$ cat config.mk
export PLATFORM = sky130hd
export DESIGN_NAME = decade_seg_counter
export DESIGN_NICKNAME = d
export VERILOG_FILES = /design/src/rtl/decade_seg_pkg.sv /design/src/rtl/decade_seg_ctrl.sv /design/src/rtl/decade_seg_datapath.sv /design/src/rtl/decade_seg_counter.sv
export SDC_FILE = /design/constraint.sdc
export NUM_CORES = 1
export LEC_CHECK = 0
export CORE_MARGIN = 4
export CORE_UTILIZATION = 43
export DETAILED_ROUTE_END_ITERATION = 8
export GPL_TIMING_DRIVEN = 0
export PLACE_DENSITY = 0.73
export SYNTH_ARGS = -nofsm -noshare
export SYNTH_HDL_FRONTEND = slang
export SYNTH_SLANG_ARGS = --single-unit
$ cat constraint.sdc
create_clock -name clk -period 1.9 [get_ports clk]
set_clock_uncertainty 0.15 [all_clocks]
set_input_delay 0.38 -clock clk [delete_from_list [all_inputs] [get_ports clk]]
set_output_delay 0.38 -clock clk [all_outputs]
set_load 0.1 [all_outputs]
$ cat src/rtl/decade_seg_pkg.sv
package decade_seg_pkg;

  localparam int StageCount = 5;
  localparam int StateCount = 2 * StageCount;
  localparam int SegCount   = 7;
  localparam int DigitWidth = $clog2(StateCount);
  localparam int SegCBit    = 2;

  typedef logic [StageCount-1:0] johnson_t;
  typedef logic [SegCount-1:0]   seg_t;
  typedef logic [DigitWidth-1:0] digit_t;

  typedef struct packed {
    logic advance;
    logic repair;
    logic blank;
  } ctrl_strobe_t;

  // Twisted-ring code for a digit: ones fill from the bottom, then empty from the bottom.
  function automatic johnson_t codeOf(input int digit);
    johnson_t code;
    code = '0;
    for (int i = 0; i < StageCount; i++) begin
      if (digit <= StageCount) code[i] = (i < digit);
      else                     code[i] = (i >= digit - StageCount);
    end
    return code;
  endfunction

  // Active-high segment pattern, bit 0 = a through bit 6 = g.
  function automatic seg_t patternOf(input int digit);
    case (digit)
      0:       return 7'h3F;
      1:       return 7'h06;
      2:       return 7'h5B;
      3:       return 7'h4F;
      4:       return 7'h66;
      5:       return 7'h6D;
      6:       return 7'h7D;
      7:       return 7'h07;
      8:       return 7'h7F;
      9:       return 7'h6F;
      default: return '0;
    endcase
  endfunction

endpackage

$ cat src/rtl/decade_seg_ctrl.sv
module decade_seg_ctrl
  import decade_seg_pkg::*;
(
  input  logic         clkInhibit,
  input  logic         dispEnIn,
  input  logic         stateLegal,
  output ctrl_strobe_t strobes,
  output logic         dispEnOut
);

  always_comb begin
    strobes.repair  = ~stateLegal;
    strobes.advance = ~clkInhibit & stateLegal;
    strobes.blank   = ~dispEnIn;
  end

  assign dispEnOut = dispEnIn;

endmodule

$ cat src/rtl/decade_seg_datapath.sv
module decade_seg_datapath
  import decade_seg_pkg::*;
(
  input  logic         clk,
  input  logic         rstAsync,
  input  ctrl_strobe_t strobes,
  output logic         stateLegal,
  output seg_t         segOut,
  output logic         segCUngated,
  output logic         carryOut
);

  johnson_t state;
  johnson_t nextState;
  digit_t   digit;
  seg_t     segRaw;

  assign nextState = {state[StageCount-2:0], ~state[StageCount-1]};

  always_ff @(posedge clk or posedge rstAsync) begin
    if (rstAsync)            state <= '0;
    else if (strobes.repair) state <= '0;
    else if (strobes.advance) state <= nextState;
  end

  // Match the register against each of the legal codes.
  always_comb begin
    stateLegal = 1'b0;
    digit      = '0;
    for (int k = 0; k < StateCount; k++) begin
      if (state == codeOf(k)) begin
        stateLegal = 1'b1;
        digit      = DigitWidth'(k);
      end
    end
  end

  assign segRaw      = patternOf(int'(digit));
  assign segCUngated = segRaw[SegCBit];
  assign carryOut    = ~state[StageCount-1];

  for (genvar s = 0; s < SegCount; s++) begin : g_segGate
    assign segOut[s] = segRaw[s] & ~strobes.blank;
  end

  // the register is clear whenever reset is high
  a_r3_reset_clears: assert property (@(posedge clk) rstAsync |-> (state == '0));

  // only legal codes are held
  a_r2_legal_state: assert property (@(posedge clk) disable iff (rstAsync) stateLegal);

  // an inhibited edge keeps the state
  a_r4_inhibit_holds: assert property (@(posedge clk) disable iff (rstAsync)
    (!strobes.advance && !strobes.repair) |=> $stable(state));

  // the count after 9 is 0
  a_r1_wrap_to_zero: assert property (@(posedge clk) disable iff (rstAsync)
    (strobes.advance && state == codeOf(StateCount-1)) |=> (state == '0));

  // the carry rises only when the count has just become 0
  a_r8_carry_on_wrap: assert property (@(posedge clk) disable iff (rstAsync)
    $rose(carryOut) |-> (digit == '0));

  // a blank strobe leaves every gated segment dark
  a_r6_blank_dark: assert property (@(posedge clk) disable iff (rstAsync)
    strobes.blank |-> (segOut == '0));

endmodule

$ cat src/rtl/decade_seg_counter.sv
module decade_seg_counter
  import decade_seg_pkg::*;
(
  input  logic                clk,
  input  logic                rstAsync,
  input  logic                clkInhibit,
  input  logic                dispEnIn,
  output logic [SegCount-1:0] segOut,
  output logic                segCUngated,
  output logic                dispEnOut,
  output logic                carryOut
);

  ctrl_strobe_t strobes;
  logic         stateLegal;

  decade_seg_ctrl u_ctrl (
    .clkInhibit (clkInhibit),
    .dispEnIn   (dispEnIn),
    .stateLegal (stateLegal),
    .strobes    (strobes),
    .dispEnOut  (dispEnOut)
  );

  decade_seg_datapath u_datapath (
    .clk         (clk),
    .rstAsync    (rstAsync),
    .strobes     (strobes),
    .stateLegal  (stateLegal),
    .segOut      (segOut),
    .segCUngated (segCUngated),
    .carryOut    (carryOut)
  );

endmodule

# Word-level counts from Yosys, hierarchy flattened
# Memories as Yosys holds them, arrays and structs flattened.
# Index checks and enable logic that the tools add are counted.
# classes
n_eq_ne	10
muxes	21
bitwise	10
n_reduce_logical	1
# op_table
cell	n
== test 5 bit, second input constant	5
two-way mux 3 bit	4
two-way mux 1 bit	11
two-way mux 5 bit	2
AND 1 bit	8
two-way mux 4 bit	2
== test 5 x 1 -> 1 bit, second input constant	1
== test 5 x 2 -> 1 bit, second input constant	1
== test 5 x 3 -> 1 bit, second input constant	1
== test 5 x 4 -> 1 bit, second input constant	1
zero test 5 bit	1
two-way mux 2 bit	2
!= test 2 bit, second input constant	1
NOT 1 bit	2
# totals
regBits	5
rom_bits	112
wordCells	44
n_memories	1
# memory_table
name	words	word_bits	rd	rd_ports_with_merged_regs	wr	line	rtl
(no name shown)	16	7	1	0	0	decade_seg_pkg.sv:32	case (digit)

# Logic depth before layout (Yosys ltp)
# depth
ltp_word	14
mapped_depth	9
ltp_nobuf	8

# Hierarchy
# A second synthesis with hierarchy kept.
# hier_totals
cells_unflattened	73
hier_area_um2	585.6
# by_module_without_submodules
module	n_inst	cells_each	area_each_um2	seq_area_each_um2
decade_seg_datapath	1	69	556.8	125.1
decade_seg_ctrl	1	4	28.8	0.0

# Least setup slack after synthesis
# OpenSTA, ideal clock, no wires.
# synth_path
path_kind	reg2out
from	register u_datapath.state[4]
to	output port segOut[3]
t_arrival_ns	3.547
setup_slack_ns	-2.177
stages_incl_launch_ff	8
path_cell_list	dfrtp_1 -> buf_4 -> inv_1 -> nand3_1 -> o22a_1 -> ha_1 -> o21ai_0 -> a31oi_1
# synth_between
elab_chain_len	12
word_cells_on_any_way	20
classes_between	9 x eq/ne; 9 x mux; 1 x bitwise; 1 x memory
# synth_rtl
item	line	rtl
start: declaration	decade_seg_datapath.sv:13	johnson_t state;
start signal: assignment	decade_seg_datapath.sv:23	else if (strobes.advance) state <= nextState;
== test 5 x 1 -> 1 bit	decade_seg_datapath.sv:31	if (state == codeOf(k)) begin
two-way mux 1 bit	decade_seg_datapath.sv:31	
two-way mux 2 bit (2 in series)	decade_seg_datapath.sv:31	
two-way mux 3 bit (4 in series)	decade_seg_datapath.sv:31	
two-way mux 4 bit	decade_seg_datapath.sv:31	
two-way mux 4 bit (*)	decade_seg_datapath.sv:31	
memory (16 x 7 bit) (*)	-	
AND 1 bit (*)	decade_seg_datapath.sv:43	assign segOut[s] = segRaw[s] & ~strobes.blank;
end: declaration	decade_seg_counter.sv:8	output logic [SegCount-1:0] segOut,
# Every way passes the cells marked *; elsewhere a longest branch is shown, timed or not.

# Worst setup path in the final report
# layout_path
from	register u_datapath.state[2]
to	output port segOut[3]
# Same word-level chain as after synthesis.

==> summary.md <==
| Metric | Value |
|---|---|
| Layout cells sized above 1 | `0.546` |
| R2r setup slk | `0.35 ns` |
| Clock-pin slew on the worst setup and hold paths | `0.04 ns` |
| CP max FO | `5` |
| RR Startpoint | `u_datapath.state[2]$_DFFE_PP0P_` |
| Max-slew violations | `0` |
| Per-cell routed wire length | `16.1 µm` |
| Seq/Total Area, Yosys | `0.204` |
| Fill count | `75` |
| Sinks on Clock Net | `5` |
| R2R depth | `5` |
| Worst path required time | `1.37 ns` |
| Clock network latency to the later pin of the worst-skew pair | `between 0.2 and 0.25 ns` |
| TritonCTS clock tree | `yes` |
| Syn avg cell area | `7.65 µm²` |
| Vias/cell | `5.85` |
| Area of the multi-input gates | `557 µm²` |
| #FFs+latches synth | `5` |
| Top reg by flops | `u_datapath.state` |
| Crit. End Element | `output pin` |
| Synth Instances | `80` |
| Largest net degree at the start of global routing | `11` |
| Layout Cells excl Fill | `123` |
| Final HPWL DP | `1200 µm` |
| Period utilization | `1.32` |
| Die X | `between 40 and 50 µm` |
| Min Hold Slack | `between 0.2 and 0.25 ns` |
| Worst setup path class | `reg2out` |
| Synth area leaders | `dfrtp_1 20%, ha_1 8.2%, nand2_1 5.5%, buf_4 4.9%, inv_1 4.3%` |
| Htree depth | `1` |
| Crit path capture | `segOut[3]` |
| Wl on met1 | `approximately 830 µm` |
| Stages on the worst setup path | `9` |
| First-pass GRT wire length | `between 3000 and 4000 µm` |
| Synth Cell Area | `612 µm²` |
| Global-route congestion overflow total | `0` |
| Top Ports | `14` |
| Setup crit start | `u_datapath.state[2]$_DFFE_PP0P_` |
| Yosys warns | `0` |
| Longest Clk Path Bufs | `2` |
| Root buffer cell | `clkbuf_4` |
| Post-DRT Antenna Nets | `0` |
| Hold WC Path Type | `in2async` |
| Slew @ Worst Pin | `0.392 ns` |
| Nets | `117` |
| Top Registers | `u_datapath.state: 5 flops` |
| Num CTS Buffers | `3` |
| Async set-reset flop share out of synthesis | `1.00` |
| Sum of buffers and inverters on the critical path | `2` |
| Setup ws final | `-0.601 ns` |
| Via count | `a little over 700` |
| Crit Reg-Reg Endpoint | `u_datapath.state[4]$_DFFE_PP0P_` |
| Initial Utilization | `0.464` |
| Outcome | `complete, but fails checks` |
| Crit-path cells | `buf_6 > xnor2_2 > nand2_1 > o21ai_2 > a22oi_2 > ha_1 > o21ai_2 > a31oi_4 > buf_12` |
| Placed cells | `108` |
| Setup violations, final | `8` |
| Yosys top cell by area | `dfrtp_1` |
| Min Tclk post-route | `2.50 ns` |
| Initial antenna violation count | `0` |
| Die Y | `45.7 µm` |
| Failing checks | `negative setup slack` |
| Most used cell, CP | `o21ai_2` |
| GP Congestion | `0.765` |
| Core ar. | `1320 µm²` |
| Most frequent cell after synthesis | `nand2_1` |
| Post-synth top flop | `dfrtp_1` |
| Fmax | `0.400 GHz` |
| Synth top area share | `0.204` |
| Netlist cell types | `33` |
| Total Wirelength | `1980 µm` |
| Max_slew headroom | `0.736` |
| Tot GR Track Use | `0.209` |
| Drt first pass iters | `4` |
| Die ar. | `2090 µm²` |
| Max stage delay on crit path | `0.38 ns` |
| Slowest CP cell | `dfrtp_1` |
| Storage element area | `between 100 and 150 µm²` |
| Critical Path Start Type | `flop` |
| Metal2 WL | `981 µm` |
| Max reg flops | `5` |
| Final hold viol count | `0` |
| Ant diodes | `0` |
| Syn_nets | `between 80 and 90` |
| Met3 routed WL | `between 100 and 150 µm` |
| MaxCap Viol Count | `0` |
| Crit path DAT | `1.97 ns` |
| Synth cell count leaders | `9 x nand2_1, 7 x inv_1, 6 x nor2_1` |
| Iteration-0 DRC Markers | `27` |
| Port-buffer cells | `13` |
| RSZ-0062 raised after global routing | `true` |
| Row cnt | `13` |
| Post-synth EDFFs | `0` |
| Worst path top cell family by delay | `compound AO/OA/AOI/OAI gates` |
| DR DRC count | `0` |
| Vias in the first global route | `between 700 and 800` |
| Syn-to-layout area delta | `82.0%` |
| Top layer in use | `met4` |
-- metal layers --
layer  up-vias  global-route usage
met5         -                   0
met4         0              0.0455
met3         4              0.0751
met2        38               0.331
met1       333               0.271
li1        344                   -
-- what timing repair did --
action,4_1_cts,5_1_grt
gates resized for setup,91,7
setup buffers,11,0
setup endpoints to repair,10,9
hold buffers,0,0
pin swaps,7,3
-- cells in the final DEF (no fill, tap or decap), types with 2 or more instances in the layout --
cell / instances
a31oi_4: 2
o21ai_2: 3
o22ai_1: 2
clkbuf_4: 4
dfrtp_1: 5
clkdlybuf4s50_1: 2
buf_12: 7
o21ai_0: 3
nand3_1: 2
nand2_2: 2
nand2_1: 7
nor2_1: 5
buf_8: 2
a22oi_2: 2
a21oi_1: 2
buf_4: 14
a22o_1: 2
buf_6: 4
inv_1: 5
ha_2: 2
ha_1: 2
-- final cells by class --
class,count,share of cell area
repair buffers,24,0.253
plain buffers,7,0.0674
flip-flops and latches,5,0.112
inverters,7,0.0270
multi-input cells,61,0.500
clock buffers,4,0.0236
well taps,15,0.0169
-- worst min path at each step --
stage	to	slack, ns	cells after the start
after floorplan	u_datapath.state[0]$_DFFE_PP0P_	0.009	1
after global routing	u_datapath.state[1]$_DFFE_PP0P_	0.23	2
after CTS	u_datapath.state[3]$_DFFE_PP0P_	0.18	2
after detailed placement	u_datapath.state[0]$_DFFE_PP0P_	0.44	2
final	u_datapath.state[2]$_DFFE_PP0P_	0.23	2
after global placement	u_datapath.state[1]$_DFFE_PP0P_	0.43	2
-- cell families after synthesis --
family,Yosys count,synth area share
AOI/OAI and AO/OA,33,0.376
and+or+nand+nor,23,0.170
buffers and inverters,14,0.153
adders and majority gates,4,0.0818
xor gates and xnor gates,1,0.0143
DFF,5,0.204
-- worst register-to-register path: cells and delay by family (launching register included) --
| family | cells | cell delay [ns] |
|---|---|---|
| compound gates | 3 | 0.59 |
| buf+inv | 2 | 0.30 |
| flops | 1 | 0.38 |
-- metrics by stage --
step,utilization,setup slack (ns),setup TNS [ns],area [µm²]
6_report,0.845,-0.601,-4.20,1110
5_1_grt,0.845,-0.705,-4.94,1110
4_1_cts,0.821,-0.585,-4.00,1080
3_5_place_dp,0.663,-1.34,-11.14,873
3_3_place_gp,0.663,-1.34,-11.06,873
2_1_floorplan,-,-0.946,-5.85,724
Power is not shown: default switching activity piles up to over one toggle a cycle in this logic, so the estimate is an artifact.
